<file path="src/rtl/parq_pkg.sv">
package parq_pkg;

    localparam int unsigned PQ_DATA_W = 32;
    localparam int unsigned PQ_LANES  = PQ_DATA_W / 8;
    localparam int unsigned PQ_DEPTH  = 8;

    typedef logic [PQ_DATA_W-1:0] word_t;
    typedef logic [PQ_LANES-1:0]  lane_t;

    // entry held in the write queue
    typedef struct packed {
        word_t data;
        lane_t par;
    } wr_ent_t;

    // entry held in the read queue
    typedef struct packed {
        word_t data;
        lane_t par;
        logic  last;
    } rd_ent_t;

    typedef enum logic [0:0] {
        RD_PASS = 1'b0,
        RD_DROP = 1'b1
    } rd_mode_e;

    // even parity per byte lane: bit equals XOR of the lane's bits
    function automatic lane_t lane_parity(word_t w);
        lane_t p;
        for (int i = 0; i < int'(PQ_LANES); i++) begin
            p[i] = ^w[8*i +: 8];
        end
        return p;
    endfunction

endpackage

</file>
<file path="src/rtl/parq_lane_parity.sv">
module parq_lane_parity #(
    parameter int unsigned LANES = 4,
    localparam int unsigned W = LANES * 8
) (
    input  logic [W-1:0]     data,
    output logic [LANES-1:0] par
);

    for (genvar g = 0; g < int'(LANES); g++) begin : g_lane
        assign par[g] = ^data[8*g +: 8];
    end

endmodule

</file>
<file path="src/rtl/parq_fifo.sv">
module parq_fifo #(
    parameter int unsigned WIDTH = 36,
    parameter int unsigned DEPTH = 8,
    localparam int unsigned PTR_W = (DEPTH > 1) ? $clog2(DEPTH) : 1,
    localparam int unsigned CNT_W = $clog2(DEPTH + 1)
) (
    input  logic             clk,
    input  logic             rst,
    input  logic             push,
    input  logic [WIDTH-1:0] push_data,
    input  logic             pop,
    output logic [WIDTH-1:0] pop_data,
    output logic             full,
    output logic             empty
);

    logic [WIDTH-1:0] store [DEPTH];
    logic [PTR_W-1:0] wp, rp;
    logic [CNT_W-1:0] cnt;
    logic             do_push, do_pop;

    function automatic logic [PTR_W-1:0] step(logic [PTR_W-1:0] p);
        return (p == PTR_W'(DEPTH - 1)) ? '0 : p + 1'b1;
    endfunction

    assign full     = (cnt == CNT_W'(DEPTH));
    assign empty    = (cnt == '0);
    assign do_push  = push && !full;
    assign do_pop   = pop && !empty;
    assign pop_data = store[rp];

    always_ff @(posedge clk) begin
        if (rst) begin
            wp  <= '0;
            rp  <= '0;
            cnt <= '0;
        end else begin
            if (do_push) wp <= step(wp);
            if (do_pop)  rp <= step(rp);
            case ({do_push, do_pop})
                2'b10:   cnt <= cnt + 1'b1;
                2'b01:   cnt <= cnt - 1'b1;
                default: cnt <= cnt;
            endcase
        end
    end

    always_ff @(posedge clk) begin
        if (do_push) store[wp] <= push_data;
    end

endmodule

</file>
<file path="src/rtl/parq_rd_ctrl.sv">
module parq_rd_ctrl
    import parq_pkg::*;
(
    input  logic    clk,
    input  logic    rst,
    input  rd_ent_t head,
    input  logic    q_empty,
    output logic    q_pop,
    input  logic    rsp_ready,
    output logic    rsp_valid,
    output word_t   rsp_data,
    output logic    rsp_last,
    output logic    rsp_abort,
    output logic    err,
    output lane_t   err_mask
);

    rd_mode_e mode;
    lane_t    calc_par;
    lane_t    mism;
    logic     bad, deliver, drop;

    parq_lane_parity #(.LANES(PQ_LANES)) u_check (
        .data (head.data),
        .par  (calc_par)
    );

    assign mism      = calc_par ^ head.par;
    assign bad       = |mism;
    assign rsp_valid = !q_empty && (mode == RD_PASS);
    assign rsp_abort = rsp_valid && bad;
    assign rsp_data  = bad ? '0 : head.data;
    assign rsp_last  = bad || head.last;
    assign deliver   = rsp_valid && rsp_ready;
    assign drop      = (mode == RD_DROP) && !q_empty;
    assign q_pop     = deliver || drop;

    always_ff @(posedge clk) begin
        if (rst) begin
            mode     <= RD_PASS;
            err      <= 1'b0;
            err_mask <= '0;
        end else begin
            case (mode)
                RD_PASS: if (deliver && bad && !head.last) mode <= RD_DROP;
                RD_DROP: if (drop && head.last)            mode <= RD_PASS;
                default: mode <= RD_PASS;
            endcase
            if (deliver && bad && !err) begin
                err      <= 1'b1;
                err_mask <= mism;
            end
        end
    end

endmodule

</file>
<file path="src/rtl/parq_adapter.sv">
module parq_adapter
    import parq_pkg::*;
#(
    parameter int unsigned DEPTH = PQ_DEPTH
) (
    input  logic                 clk,
    input  logic                 rst,
    input  logic                 bus_wr_valid,
    output logic                 bus_wr_ready,
    input  logic [PQ_DATA_W-1:0] bus_wr_data,
    output logic                 mem_wr_valid,
    input  logic                 mem_wr_ready,
    output logic [PQ_DATA_W-1:0] mem_wr_data,
    output logic [PQ_LANES-1:0]  mem_wr_par,
    input  logic                 mem_rd_valid,
    output logic                 mem_rd_ready,
    input  logic [PQ_DATA_W-1:0] mem_rd_data,
    input  logic [PQ_LANES-1:0]  mem_rd_par,
    input  logic                 mem_rd_last,
    output logic                 bus_rsp_valid,
    input  logic                 bus_rsp_ready,
    output logic [PQ_DATA_W-1:0] bus_rsp_data,
    output logic                 bus_rsp_last,
    output logic                 bus_rsp_abort,
    output logic                 wq_full,
    output logic                 wq_empty,
    output logic                 rq_full,
    output logic                 rq_empty,
    output logic                 err_flag,
    output logic [PQ_LANES-1:0]  err_lanes
);

    localparam int unsigned WQ_W = $bits(wr_ent_t);
    localparam int unsigned RQ_W = $bits(rd_ent_t);

    // ---------------- write path ----------------
    wr_ent_t wr_in, wr_out;
    lane_t   wr_gen_par;

    parq_lane_parity #(.LANES(PQ_LANES)) u_wr_gen (
        .data (bus_wr_data),
        .par  (wr_gen_par)
    );

    assign wr_in.data = bus_wr_data;
    assign wr_in.par  = wr_gen_par;

    parq_fifo #(.WIDTH(WQ_W), .DEPTH(DEPTH)) u_wq (
        .clk       (clk),
        .rst       (rst),
        .push      (bus_wr_valid),
        .push_data (wr_in),
        .pop       (mem_wr_valid && mem_wr_ready),
        .pop_data  (wr_out),
        .full      (wq_full),
        .empty     (wq_empty)
    );

    assign bus_wr_ready = !wq_full;
    assign mem_wr_valid = !wq_empty;
    assign mem_wr_data  = wr_out.data;
    assign mem_wr_par   = wr_out.par;

    // ---------------- read path ----------------
    rd_ent_t rd_in, rd_head;
    logic    rd_pop;

    assign rd_in.data = mem_rd_data;
    assign rd_in.par  = mem_rd_par;
    assign rd_in.last = mem_rd_last;

    parq_fifo #(.WIDTH(RQ_W), .DEPTH(DEPTH)) u_rq (
        .clk       (clk),
        .rst       (rst),
        .push      (mem_rd_valid),
        .push_data (rd_in),
        .pop       (rd_pop),
        .pop_data  (rd_head),
        .full      (rq_full),
        .empty     (rq_empty)
    );

    assign mem_rd_ready = !rq_full;

    parq_rd_ctrl u_rd_ctrl (
        .clk       (clk),
        .rst       (rst),
        .head      (rd_head),
        .q_empty   (rq_empty),
        .q_pop     (rd_pop),
        .rsp_ready (bus_rsp_ready),
        .rsp_valid (bus_rsp_valid),
        .rsp_data  (bus_rsp_data),
        .rsp_last  (bus_rsp_last),
        .rsp_abort (bus_rsp_abort),
        .err       (err_flag),
        .err_mask  (err_lanes)
    );

endmodule

</file>
<file path="config.mk">
export PLATFORM = sky130hd
export DESIGN_NAME = parq_adapter
export DESIGN_NICKNAME = d
export VERILOG_FILES = /design/src/rtl/parq_pkg.sv /design/src/rtl/parq_lane_parity.sv /design/src/rtl/parq_fifo.sv /design/src/rtl/parq_rd_ctrl.sv /design/src/rtl/parq_adapter.sv
export SDC_FILE = /design/constraint.sdc
export NUM_CORES = 1
export LEC_CHECK = 0
export ABC_AREA = 0
export BUFFER_PORTS_ARGS = -buffer_cell sky130_fd_sc_hd__buf_2
export CORE_ASPECT_RATIO = 1.5
export CORE_MARGIN = 10
export CORE_UTILIZATION = 45
export CTS_CLUSTER_DIAMETER = 120
export DETAILED_ROUTE_END_ITERATION = 8
export PLACE_DENSITY = 0.63
export SLEW_MARGIN = 20
export SYNTH_ARGS = -nofsm -noshare
export SYNTH_HDL_FRONTEND = slang
export SYNTH_SLANG_ARGS = --single-unit
</file>
<file path="constraint.sdc">
create_clock -name clk -period 4.9 [get_ports clk]
set_clock_uncertainty 0.05 [all_clocks]
set_input_delay 0.49 -clock clk [delete_from_list [all_inputs] [get_ports clk]]
set_output_delay 0.49 -clock clk [all_outputs]
set_load 0.005 [all_outputs]
</file>
; Word-level counts from Yosys, hierarchy flattened
; Memories as Yosys holds them, arrays and structs flattened. A register that Yosys moved wholly into a read port is not among the register bits.
; Index checks and enable logic that the tools add are counted.
; Widths: inputs -> output; s select.
[classes]
n_reduce_logical = 34
n_addsub = 8
muxes = 18
bitwise_logic = 2
eq_ne = 10
[op_table]
columns = cell, n
row1 = $reduce_xor 8->1, 8
row2 = $mux 32, 1
row3 = $mux 3, 8
row4 = $pmux 4 s2, 2
row5 = $logic_and 1x1->1, 13
row6 = $add 3x1->3 const B, 4
row7 = $eq 3x3->1 const B, 4
row8 = $add 4x1->4 const B, 2
row9 = $eq 4x4->1 const B, 2
row10 = $logic_not 4->1, 2
row11 = $sub 4x1->4 const B, 2
row12 = $logic_not 1->1, 6
row13 = $mux 1, 6
row14 = $eq 2x1->1 const B, 2
row15 = $eq 2x2->1 const B, 2
row16 = $reduce_bool 2->1, 2
row17 = $reduce_or 4->1, 1
row18 = $xor 4x4->4, 1
row19 = $logic_or 1x1->1, 2
row20 = $pmux 1 s2, 1
row21 = $not 1->1, 1
[word_totals]
ramBits = 584
inputBits = 75
memories = 2
output_inout_bits = 83
register_bits = 26
elab_cells = 83
[mem_list]
columns = name, depth, word_bits, rd, rd_clocked_by_memory_dff, write_ports, line_no
row1 = u_rq.store, 8, 37, 1, 1, 1, parq_fifo.sv:17  ; logic [WIDTH-1:0] store [DEPTH];
row2 = u_wq.store, 8, 36, 1, 1, 1, parq_fifo.sv:17

; Longest topological paths before layout
[logic_depth]
depth_word = 8
depth_mapped = 12
depth_no_buf = 11

; By module
; From an unflattened synthesis, not the netlist that was laid out.
[unflattened]
cells_unflattened = 1136
hier_area_um2 = 24687.4
[modules_own_cells]
columns = mod, area_per_inst_um2, seq_area_each_um2, cells_per_inst, n_inst
row1 = parq_fifo (u_rq), 11817.6, 9148.8, 507, 1
row2 = parq_fifo (u_wq), 11763.8, 8908.5, 496, 1
row3 = parq_rd_ctrl, 598.1, 120.1, 73, 1
row4 = parq_lane_parity, 245.2, 0.0, 28, 2
row5 = parq_adapter, 17.5, 0.0, 4, 1

; Worst setup path before layout
; Ideal clock, no wire load.
[synth_timing]
kind = reg-to-reg
from = register u_rq.cnt[1]
to = memory u_rq.store[0][0] (netlist bit) (enable)
arrival_ns = 4.525
slack_ns = -0.199
period_less_slack_ns = 5.099
n_path_buf = 1
t_required_ns = 4.326
stages_incl_launch_ff = 6
setup_time_ns = 0.524
cell_sequence = dfxtp_1 > clkbuf_1 > nor3_1 > nand2_1 > nand2_1 > nor4_1
[synth_between]
elab_chain_len = 5
[synth_lines]
columns = element, line_no
row1 = start: declaration, parq_fifo.sv:19  ; logic [CNT_W-1:0] cnt;
row2 = start signal: assignment, parq_fifo.sv:41  ; 2'b10: cnt <= cnt + 1'b1;
row3 = start signal: assignment, parq_fifo.sv:42  ; 2'b01: cnt <= cnt - 1'b1;
row4 = start signal: assignment, parq_fifo.sv:43  ; default: cnt <= cnt;
row5 = $eq 4x4->1, parq_fifo.sv:26  ; assign full = (cnt == CNT_W'(DEPTH));
row6 = $logic_not 1->1, n/a
row7 = named net mem_rd_ready, parq_adapter.sv:16  ; output logic mem_rd_ready,
row8 = $logic_and 1x1->1, parq_fifo.sv:28  ; assign do_push = push && !full;
row9 = $mux 1, parq_fifo.sv:49  ; if (do_push) store[wp] <= push_data;
row10 = $mux 1 (implied by the code), parq_fifo.sv:49
row11 = end: declaration, parq_fifo.sv:17
; The timed path passes the listed nets, and every way through them passes these cells.

==> metrics.txt <==
outcome finished, final reports clean; YS warnings 0; largest net degree at the start of global routing between 40 and 50; Final Power roughly 15000 uW; hold_sp mem_rd_data[4]; Synth Flop Type edfxtp_1; Crit path max-delay family multiplexers; worst skew pair latency roughly 0.60 ns; top-count cell post-synth edfxtp_1; Reg clk slew, reported paths around 0.06 ns; Filler cells between 4000 and 5000; number of synthesized flops with an enable pin between 500 and 600; Worst Hold Path EP u_rq.store[0][9]; Worst slew margin about a third; Crit path largest cell delay between 0.6 and 0.7 ns; Buffers & Inverters on Critical Path 2; Via-to-Cell Ratio about 5.5; post-synthesis xor/xnor area fraction about 2.5%; critical path endpoint category output port; Setup CP Type reg -> out; Final Cell Area around 28000 um2; first-pass GRT wire length 76600 um; Post-Synth Simple-Gate Area ~2.1%; clock sink count 616; crit-path most repeated cell xnor2_1; cell area after synthesis between 20000 and 25000 um2; row count between 100 and 150; setup violators final 0; VDD IR max 0.386 mV; Starting Density 45.6%; CP max stage cell or4_4; r2r endpoint u_rd_ctrl.err_mask[3]; top cells by count, synth 584 x edfxtp_1, 146 x mux4_2, 62 x nor2_1; CP Launch Type flop; nets about 1400; leakage between 0.008 and 0.009 uW; DIE AREA 63400 um2; Max Fanout on Critical Path 30; Yosys reg bits roughly 620; Syn Area/Cell 21.4 um2; CTS tree built; All-Layer GR Usage 15.9%; biggest area consumer among synthesized cells edfxtp_1; Iter 0 DRT Violations 635; Cell Chain, Critical Path buf_12 > mux4_2 > mux2i_1 > xnor2_1 > xnor3_1 > xnor2_1 > or4_4 > and2_1 > buf_2; antenna-violating nets left 0; top cell type's share of synthesized area 72.8%; Wirelength per Cell ~25 um; DP Wirelength between 30000 and 40000 um; Gate Count Post-Synth between 1000 and 1500; post-synthesis sequential area ratio 75.5%; PortBufs around 160; main combinational cell family by area after synthesis multiplexers; Slew Limit Fails 0; FFs w/ async S/R, synth 0%; Final Hold Viols 0; Post-DP Area roughly 26000 um2; RSZ-0062 raised after global routing yes; DR DRC count 0; Core Box Area around 53000 um2; # IOs 158; Synth Area in Adders 0.811%; Via Count 11300; grt ovf 0; Final period util a little over nine tenths; CTS Buf Count 56; height of the die around 300 um; number of distinct library cells after synthesis 34; Worst-Margin Slew about 0.99 ns; fin crit period 4.73 ns; Area contributors post-synth edfxtp_1 73%, mux4_2 14%, dfxtp_1 2.7%, mux2i_1 1.7%, mux2_2 1.7%; Worst EP arrival between 4 and 5 ns; complex-gate fraction of the synthesized area less than 1%; Root Buffer clkbuf_16; WHS Path Cells 1; worst min path class in -> reg; Die Wd between 200 and 250 um; fmax 0.211 GHz; gp weighted congestion 0.740; R2R setup slack about 0.93 ns; vias in the first global route roughly 12000; Routed WL 50900 um; post-synthesis net count between 1000 and 1500; Worst R2R Path Depth 9; initial antenna violation count 5; post-synthesis mux area share between 10% and 20%; drt first pass iters 4; CP Data Required Time 4.36 ns; H-Tree Depth 2; Power Density 536 nW/um2; Area Growth Syn to Fin 15.2%; MaxCap Viol Count 0; clk buf depth 3; share of post-route cells with drive strength above 1 35.6%
timing repair:
action / CTS / global route
buffers inserted: 1 / 1
resized for setup: 10 / 5
endpoints found under the setup margin: 34 / 34
pin swaps: 1 / 3
gates cloned: 1 / 1
hold buffers: 0 / 0
stage by stage:
stage | std cells | utilization (%) | setup TNS (ns) | setup slack (ns) | hold slack [ns]
floorplan | 1125 | - | 0 | 0.0834 | 0.387
global placement | 1950 | 49.0 | 0 | 0.431 | 0.408
detailed placement | 1950 | 49.0 | 0 | 0.375 | 0.410
CTS | 2052 | 52.4 | -0.00898 | -0.00898 | 0.0685
global route | 2054 | 52.5 | -0.0209 | -0.0152 | 0.0948
finish | 2055 | 52.5 | 0 | 0.170 | 0.107
where the power goes:
part	internal [uW]	switching (uW)
combinational	1950	2360
clock	2340	1870
sequential	6110	246
total	10400	4470
kinds of logic after synthesis:
group,count (synthesis)
multiplexers,223
adder cells (fa/ha/maj),15
XOR/XNOR,63
buffers and inverters,63
AO/OA/AOI/OAI,30
AND/OR/NAND/NOR,115
flip-flops,616
area by class of cell:
type / instances / area (um2) / area share [%]
tap: 682 / 853 / 3.08
clock inverter: 33 / 274 / 0.988
clock buffer: 67 / 1460 / 5.28
inverter: 14 / 52.6 / 0.189
antenna: 1 / 2.50 / 0.00902
multi-input combinational: 448 / 5770 / 20.8
sequential: 616 / 18200 / 65.6
timing repair buffer: 194 / 1130 / 4.07
sequential cells by signal, summed over array words and instances (netlist names), named ones only:
register	count
u_rd_ctrl.mode	1
u_wq.wp	3
u_wq.store	288
u_wq.rp	3
u_rd_ctrl.err	1
u_rq.store	296
u_rq.rp	3
u_rq.wp	3
u_wq.cnt	4
u_rq.cnt	4
u_rd_ctrl.err_mask	4
cell usage in the layout (no fill, tap or decap), drive strengths merged, types with 21 or more instances in the layout:
cell type    n
clkbuf      67
mux2i       41
clkinv      21
dfxtp       32
edfxtp     584
xnor2       42
mux2        36
nor2        62
mux4       146
buf        194
metal layers:
layer	wire [um]	global-route usage, %
met5	60	0
met4	1060	4.29
met3	3010	3.63
met2	27200	29.1
met1	19600	18.4
worst max-delay path by stage:
stage                            end  slack (ns)  depth (start not counted)   startpoint
finish                 bus_rsp_abort        0.17                          9         flop
global route        bus_rsp_data[25]       -0.02                          9         flop
CTS                    bus_rsp_abort      -0.009                          9         flop
detailed placement   bus_rsp_data[1]        0.38                         10         flop
global placement     bus_rsp_data[1]        0.43                         10         flop
floorplan           u_wq.store[0][0]        0.08                          4  u_wq.cnt[0]
Note: power is estimated with default switching activity, not from simulation.
